### config.mk
export PLATFORM = sky130hd
export DESIGN_NAME = vliw_issue_ctrl
export DESIGN_NICKNAME = d
export VERILOG_FILES = /design/src/rtl/vliw_issue_pkg.sv /design/src/rtl/vliw_stall_merge.sv /design/src/rtl/vliw_word_reg.sv /design/src/rtl/vliw_issue_count.sv /design/src/rtl/vliw_issue_ctrl.sv
export SDC_FILE = /design/constraint.sdc
export NUM_CORES = 1
export LEC_CHECK = 0
export BUFFER_PORTS_ARGS = -buffer_cell sky130_fd_sc_hd__buf_2
export CAP_MARGIN = 10
export CELL_PAD_IN_SITES_DETAIL_PLACEMENT = 0
export CELL_PAD_IN_SITES_GLOBAL_PLACEMENT = 1
export CORE_AREA = 5 5 210 192
export CTS_CLUSTER_SIZE = 10
export DETAILED_ROUTE_END_ITERATION = 6
export DIE_AREA = 0 0 215 197
export GPL_TIMING_DRIVEN = 0
export PLACE_DENSITY = 0.74
export SYNTH_ARGS = -nofsm -noshare
export SYNTH_HDL_FRONTEND = slang
export SYNTH_HIERARCHICAL = 1
export SYNTH_SLANG_ARGS = --single-unit
### constraint.sdc
create_clock -name clk -period 4 [get_ports clk]
set_input_delay 0.4 -clock clk [delete_from_list [all_inputs] [get_ports clk]]
set_output_delay 0.4 -clock clk [all_outputs]
set_load 0.02 [all_outputs]
### src/rtl/vliw_issue_pkg.sv
package vliw_issue_pkg;
   localparam int unsigned DEF_SLOTS     = 5;
   localparam int unsigned DEF_MEM_SLOTS = 2;
   localparam int unsigned DEF_OP_W      = 32;
   localparam int unsigned DEF_ADDR_W    = 32;
   localparam int unsigned DEF_CNT_W     = 16;

   // one slot field is the operation plus its valid flag
   function automatic int unsigned field_w(int unsigned op_w);
      return op_w + 1;
   endfunction
endpackage

### src/rtl/vliw_stall_merge.sv
module vliw_stall_merge #(
   parameter int unsigned SLOTS     = vliw_issue_pkg::DEF_SLOTS,
   parameter int unsigned MEM_SLOTS = vliw_issue_pkg::DEF_MEM_SLOTS
) (
   input  logic [SLOTS-1:0]     unit_stall,
   input  logic [MEM_SLOTS-1:0] miss_stall,
   output logic                 freeze
);
   always_comb freeze = (|unit_stall) | (|miss_stall);
endmodule

### src/rtl/vliw_word_reg.sv
module vliw_word_reg #(
   parameter int unsigned SLOTS = vliw_issue_pkg::DEF_SLOTS,
   parameter int unsigned OP_W  = vliw_issue_pkg::DEF_OP_W
) (
   input  logic                  clk,
   input  logic                  rst_n,
   input  logic                  advance,
   input  logic                  take,
   input  logic                  squash,
   input  logic [SLOTS*OP_W-1:0] in_op,
   input  logic [SLOTS-1:0]      in_vld,
   output logic [SLOTS*OP_W-1:0] op_q,
   output logic [SLOTS-1:0]      vld_q
);
   always_ff @(posedge clk) begin
      if (!rst_n) begin
         op_q  <= '0;
         vld_q <= '0;
      end else if (advance) begin
         if (take && !squash) begin
            op_q  <= in_op;
            vld_q <= in_vld;
         end else begin
            op_q  <= '0;
            vld_q <= '0;
         end
      end
   end
endmodule

### src/rtl/vliw_issue_count.sv
module vliw_issue_count #(
   parameter int unsigned SLOTS = vliw_issue_pkg::DEF_SLOTS,
   parameter int unsigned CNT_W = vliw_issue_pkg::DEF_CNT_W
) (
   input  logic             clk,
   input  logic             rst_n,
   input  logic [SLOTS-1:0] strobe,
   output logic [CNT_W-1:0] words,
   output logic [CNT_W-1:0] ops
);
   localparam int unsigned POP_W = $clog2(SLOTS + 1);

   logic [POP_W-1:0] pop;

   always_comb begin
      pop = '0;
      for (int i = 0; i < SLOTS; i++) pop = pop + POP_W'(strobe[i]);
   end

   always_ff @(posedge clk) begin
      if (!rst_n) begin
         words <= '0;
         ops   <= '0;
      end else if (|strobe) begin
         words <= words + CNT_W'(1);
         ops   <= ops + CNT_W'(pop);
      end
   end
endmodule

### src/rtl/vliw_issue_ctrl.sv
module vliw_issue_ctrl #(
   parameter int unsigned SLOTS     = vliw_issue_pkg::DEF_SLOTS,
   parameter int unsigned MEM_SLOTS = vliw_issue_pkg::DEF_MEM_SLOTS,
   parameter int unsigned OP_W      = vliw_issue_pkg::DEF_OP_W,
   parameter int unsigned ADDR_W    = vliw_issue_pkg::DEF_ADDR_W,
   parameter int unsigned CNT_W     = vliw_issue_pkg::DEF_CNT_W,
   localparam int unsigned FLD_W    = vliw_issue_pkg::field_w(OP_W),
   localparam int unsigned WORD_W   = SLOTS * FLD_W
) (
   input  logic                  clk,
   input  logic                  rst_n,
   input  logic                  fetch_valid,
   input  logic [WORD_W-1:0]     fetch_word,
   output logic                  fetch_ready,
   input  logic [SLOTS-1:0]      unit_stall,
   input  logic [MEM_SLOTS-1:0]  miss_stall,
   input  logic                  br_taken,
   input  logic [ADDR_W-1:0]     br_target,
   output logic                  redirect_valid,
   output logic [ADDR_W-1:0]     redirect_pc,
   output logic [SLOTS*OP_W-1:0] slot_op,
   output logic [SLOTS-1:0]      slot_vld,
   output logic                  global_stall,
   output logic [CNT_W-1:0]      issued_cnt,
   output logic [CNT_W-1:0]      op_cnt
);
   initial begin
      assert (MEM_SLOTS < SLOTS) else $error("memory slots must leave room for other units");
      assert (OP_W >= 8) else $error("operation field too narrow");
      assert (CNT_W >= 2) else $error("counter too narrow");
   end

   logic [SLOTS*OP_W-1:0] in_op;
   logic [SLOTS-1:0]      in_vld;
   logic [SLOTS*OP_W-1:0] held_op;
   logic [SLOTS-1:0]      held_vld;

   // split the long word into per-slot lanes
   for (genvar s = 0; s < SLOTS; s++) begin : g_unpack
      assign in_op[s*OP_W +: OP_W] = fetch_word[s*FLD_W +: OP_W];
      assign in_vld[s]             = fetch_word[s*FLD_W + OP_W];
   end

   vliw_stall_merge #(.SLOTS(SLOTS), .MEM_SLOTS(MEM_SLOTS)) u_merge (
      .unit_stall (unit_stall),
      .miss_stall (miss_stall),
      .freeze     (global_stall)
   );

   assign fetch_ready    = !global_stall;
   assign redirect_valid = br_taken && !global_stall;
   assign redirect_pc    = br_target;

   vliw_word_reg #(.SLOTS(SLOTS), .OP_W(OP_W)) u_word (
      .clk     (clk),
      .rst_n   (rst_n),
      .advance (!global_stall),
      .take    (fetch_valid),
      .squash  (br_taken),
      .in_op   (in_op),
      .in_vld  (in_vld),
      .op_q    (held_op),
      .vld_q   (held_vld)
   );

   // per-slot drive: empty slots show the zero no-op encoding
   for (genvar s = 0; s < SLOTS; s++) begin : g_drive
      assign slot_op[s*OP_W +: OP_W] = held_vld[s] ? held_op[s*OP_W +: OP_W] : '0;
      assign slot_vld[s]             = held_vld[s] & !global_stall;
   end

   vliw_issue_count #(.SLOTS(SLOTS), .CNT_W(CNT_W)) u_cnt (
      .clk    (clk),
      .rst_n  (rst_n),
      .strobe (slot_vld),
      .words  (issued_cnt),
      .ops    (op_cnt)
   );
endmodule

# Yosys cells after proc, flatten, opt, wreduce, memory -nomap -nowiden
# Cells that the tools add are included.
# classes
mul,0
n_div,0
n_eq_ne,0
n_shift,0
add_sub_neg,6
reduce_logical,7
order_cmp,0
mux,7
bitwise,6
# ops
op,count
$mux W160,1
$mux W32,5
$add A16 B1 Y16 const B,1
$add A16 B3 Y16,1
$reduce_or A5 Y1,2
$add A3 B1 Y3,3
$and A1 B1 Y1,5
$mux W5,1
$add A1 B1 Y2,1
$logic_and A1 B1 Y1,2
$logic_not A1 Y1,2
$reduce_or A2 Y1,1
$or A1 B1 Y1,1
# word_totals
latchBits,0
memories,0
romBits,0
reg_bits,197
ram_bits,0
word_cells,30

# Logic depth before layout (Yosys ltp)
# depth
ltp_word,9
mapped_depth,13
mapped_depth_nobuf,13

# Cells and area by module
# Netlist, hierarchy kept.
# modules_own_cells
module,cells_each,n_inst,area_per_inst_um2,seq_area_each_um2
vliw_word_reg,750,1,7452.1,3303.2
vliw_issue_count,184,1,1616.6,640.6
vliw_issue_ctrl,214,1,1357.6,0.0
vliw_stall_merge,3,1,15.0,0.0

# Least setup slack after synthesis
# OpenSTA, ideal clock, no wires.
# synth_timing
kind,input-to-reg
start,input port miss_stall[1]
end,register u_cnt.ops[12]
n_path_buf,0
setup_ns,0.072
arrival_ns,3.705
cell_stages,13
setup_slack_ns,0.223
required_time_ns,3.928
path_cell_list,nor4_1 -> nand2_1 -> nor2b_1 -> fa_1 -> inv_1 -> fa_1 -> inv_1 -> ha_1 -> fa_1 -> a21oi_1 -> nor4_1 -> and3_1 -> mux2i_1
# synth_rtl
item,line,source
"start, declared",vliw_issue_ctrl.sv:16,"input logic [MEM_SLOTS-1:0] miss_stall,"
$reduce_or A2 Y1 (*),vliw_stall_merge.sv:9,always_comb freeze = (|unit_stall) | (|miss_stall);
$or A1 B1 Y1 (*),vliw_stall_merge.sv:9,
net global_stall,vliw_issue_ctrl.sv:23,"output logic global_stall,"
$logic_not A1 Y1 (*),vliw_issue_ctrl.sv:69,assign slot_vld[s] = held_vld[s] & !global_stall;
$and A1 B1 Y1 (*),vliw_issue_ctrl.sv:69,
net slot_vld[3],vliw_issue_ctrl.sv:22,"output logic [SLOTS-1:0] slot_vld,"
$add A3 B1 Y3 (2 in series),vliw_issue_count.sv:17,for (int i = 0; i < SLOTS; i++) pop = pop + POP_W'(strobe[i]);
$add A16 B3 Y16,vliw_issue_count.sv:26,ops <= ops + CNT_W'(pop);
"end signal, assigned",vliw_issue_count.sv:26,
"end, declared",vliw_issue_count.sv:9,output logic [CNT_W-1:0] ops
# Mark *: on every way through the listed nets, which the timed path passes. The rest lies on a longest branch.
# A chain may end at the register's enable or synchronous reset.

# Worst setup path after layout
# layout_timing
start,input port miss_stall[1]
end,register u_cnt.ops[12]
# layout_via
elab_chain_len,9
# layout_lines
item,line
$reduce_or A2 Y1 (*),vliw_stall_merge.sv:9
$or A1 B1 Y1 (*),vliw_stall_merge.sv:9
$logic_not A1 Y1 (*),vliw_issue_ctrl.sv:69
$and A1 B1 Y1,vliw_issue_ctrl.sv:69
$add A1 B1 Y2,vliw_issue_count.sv:17
$add A3 B1 Y3 (3 in series),vliw_issue_count.sv:17
$add A16 B3 Y16,vliw_issue_count.sv:26
# Every way passes the cells marked *; elsewhere a longest branch is shown, timed or not.

==> metrics <==
most common cell after layout, fill and taps aside=buf_2; wirelength, routed=37960 um; most frequent cells in the layout=buf_2, dfxtp_1, nand2b_1, nand4b_1, and2_1; I/O pins=440; Tmin final=3.647 ns; critical path startpoint category=primary input; buffers added on ports=approximately 410; Final #Nets=between 1500 and 2000; post-synth top area share=37.77%; Max Root-Sink Buffers=2; Synth Register Bits=197; reg-to-reg endpoint=u_cnt/ops[12]; Area Overhead vs Synth=31.22%; TritonCTS Sinks=around 200; syn avg cell area=9.071 um2; root buffer cell=clkbuf_16; wire length per cell=18.24 um; TritonCTS clock tree=yes; # rows=68; placed instance area=approximately 13000 um2; Worst VDD drop=around 270 uV; Syn Nets=1368; Final Skew=0.01479 ns; post-DP HPWL=29140 um; crit path cell chain=buf_2 > nor4_1 > nand2_1 > nor2b_1 > inv_1 > fa_1 > inv_1 > ha_1 > fa_1 > a21oi_1 > nor4_1 > and3_1 > mux2i_1; GRT overflow=0; RD Place Congestion=0.8356; CP max FO=8; slowest CP cell=fa_1; kind of critical path=in2reg; via count=9808; TritonRoute pass-1 iters=5; ranking of synthesized cells by area=dfxtp_1, nand4b_1, nand2b_1, and2_1, a21boi_1; FF-to-FF setup slack=0.54 ns; synthesized cell area=10440 um2; worst hold path startpoint=fetch_word[129]; Worst Setup Slack, final=0.3527 ns; Core Area=37860 um2; share of layout cells above drive strength 1=between 30% and 40%; Chip Height=about 200 um; initial core utilization=27.58%; worst hold path endpoint=u_word/op_q[126]; max-slew violation count=0; Comb pwr share=7.8%; pwr dens=299.5 nW/um2; DR iter-0 viols=528; worst hold path cell count=3; power share of the clock group=between 40% and 50%; top cell type by total area after synthesis=dfxtp_1; Critical Path AT=3.98 ns; dpl ws=-0.2335 ns; Worst EP required=4.33 ns; Leakage Power=5.726 nW; Sw Pwr=1.022 mW; clock-pin slew on the worst setup and hold paths=approximately 0.080 ns; Max stage delay on crit path=approximately 0.55 ns; CTS H-tree lvls=4; slew at the pin with the worst max-slew slack=0.9961 ns; Max transition margin=roughly a third; largest net degree at the start of global routing=19; synth warn=6; Crit. End Element=flop; Setup TNS Final=0 ns; Vias/cell=4.713; final core utilization=36.19%; worst r2r src=u_word/vld_q[1]; Fin. Hold Viols=0; Sw Share=around a quarter; Setup Viol. Count Final=0; Final Cycle Share=91.18%; fin area=13700 um2; initial antenna violation count=8; DR DRC count=0; ANT nets after route=0; cts hold-fix bufs=0; Worst Reg-to-Reg Cells=11; HP Class=in2reg; All-Layer GR Usage=16.98%; clk_lat worst skew=0.45 ns; status=finished clean; Cell Int Power=about 3.1 mW; vias in the first global route=9573; sequential share of the synthesized area=37.77%; global-route wire length before repair=56990 um; post-synth cell types=41; FMAX=roughly 0.27 GHz; post-synthesis cell count=1151; Sequential Power Share=a little under half; die width=~220 um; Num CTS Buffers=17; die area=42360 um2; RSZ-0062 raised after global routing=false; max-capacitance violation count=0
[worst max-delay path, delay by kind of cell]
kind | cells | cell delay, ns
AO/OA/AOI/OAI | 1 | 0.43
adder cells (fa/ha/maj) | 3 | 1.18
buffers and inverters | 3 | 0.29
multiplexers | 1 | 0.11
AND/OR/NAND/NOR | 5 | 1.54
[metrics by stage]
step           hold slack (ns)  power (mW)  std cells
2_1_floorplan           0.4438       2.171       1151
3_3_place_gp            0.4522       2.329       2046
3_5_place_dp            0.4553       2.329       2046
4_1_cts                 0.1821       4.174       2078
5_1_grt                 0.1884       4.279       2079
6_report                0.2211       4.103       2081
[cells by family after synthesis]
| kind of cell | Yosys count | synth area share (%) |
|---|---|---|
| flip-flops | 197 | 37.77 |
| XOR/XNOR | 15 | 1.258 |
| buffers and inverters | 156 | 7.885 |
| AND/OR/NAND/NOR | 581 | 38.01 |
| multiplexers | 8 | 0.7670 |
| adder cells (fa/ha/maj) | 9 | 1.294 |
| AO/OA/AOI/OAI | 185 | 13.01 |
[final cells by class]
cell class | instances | area [um2]
fill | 3963 | 24160
multi-input combinational | 798 | 5679
sequential | 197 | 3944
timing repair buffer | 405 | 2027
buffer | 145 | 782.0
tap | 490 | 613.1
clock buffer | 19 | 442.9
clock inverter | 13 | 163.9
inverter | 11 | 41.29
antenna | 3 | 7.507
[power by group through the flow]
| stage | clock, mW | sequential, mW | combinational [mW] |
|---|---|---|---|
| 2_1_floorplan | 0 | 2.01 | 0.163 |
| 3_3_place_gp | 0 | 2.01 | 0.321 |
| 3_5_place_dp | 0 | 2.01 | 0.321 |
| 4_1_cts | 1.89 | 1.96 | 0.322 |
| 5_1_grt | 1.97 | 1.96 | 0.344 |
| 6_report | 1.82 | 1.96 | 0.320 |
[worst max-delay path by stage]
| stage | startpoint | end | depth (start not counted) |
|---|---|---|---|
| after floorplan | miss_stall[1] | u_cnt/ops[12] | 13 |
| after global placement | miss_stall[1] | u_cnt/ops[12] | 14 |
| after detailed placement | miss_stall[1] | u_cnt/ops[12] | 14 |
| after CTS | miss_stall[1] | u_cnt/ops[12] | 14 |
| after global routing | miss_stall[1] | u_cnt/ops[12] | 14 |
| final | miss_stall[1] | u_cnt/ops[12] | 13 |
[sequential cells by signal, summed over array words and instances, names as in the netlist]
name,flops
u_word/op_q,160
u_cnt/ops,16
u_cnt/words,16
u_word/vld_q,5
[Yosys cell counts]
cell        n
o21ai_0     3
or2_0       1
nor3_1      3
nor2b_1     6
or3_1       3
or4_1       2
buf_2      12
mux2i_1     8
a21o_1      2
nand4_2     1
buf_6      10
nand4b_1  165
o31ai_1     2
o41ai_1     1
a21boi_0   40
inv_1      11
nor4b_2     1
a21oi_1    10
xor2_1      5
dfxtp_1   197
nor4_1      6
xnor2_1    10
buf_1       4
nor3b_1     1
clkbuf_2   16
clkbuf_1   69
nor2_1     15
a21boi_1  125
nand2b_1  174
fa_1        3
buf_4      34
a211oi_1    1
and2_1    160
nand2_1    23
nand4_1     5
ha_1        6
nor4b_1     3
o311ai_0    1
nand3_1     8
and3_1      3
or4b_1      1
[layer usage]
| metal | GRT usage, % | vias up | wire, um |
|---|---|---|---|
| met4 | 4.812 | 14 | 665 |
| li1 | - | 4789 | - |
| met3 | 6.573 | 44 | 3176 |
| met1 | 21.49 | 4618 | 16570 |
| met5 | 0 | - | 91 |
| met2 | 27.16 | 343 | 17460 |
[timing repair]
| item | 4_1_cts | 5_1_grt |
|---|---|---|
| endpoints found under the hold margin | 0 | 0 |
| setup buffers | 0 | 0 |
| setup endpoints to repair | 0 | 1 |
| resized for setup | 0 | 2 |
(Power assumes the default switching activity.)
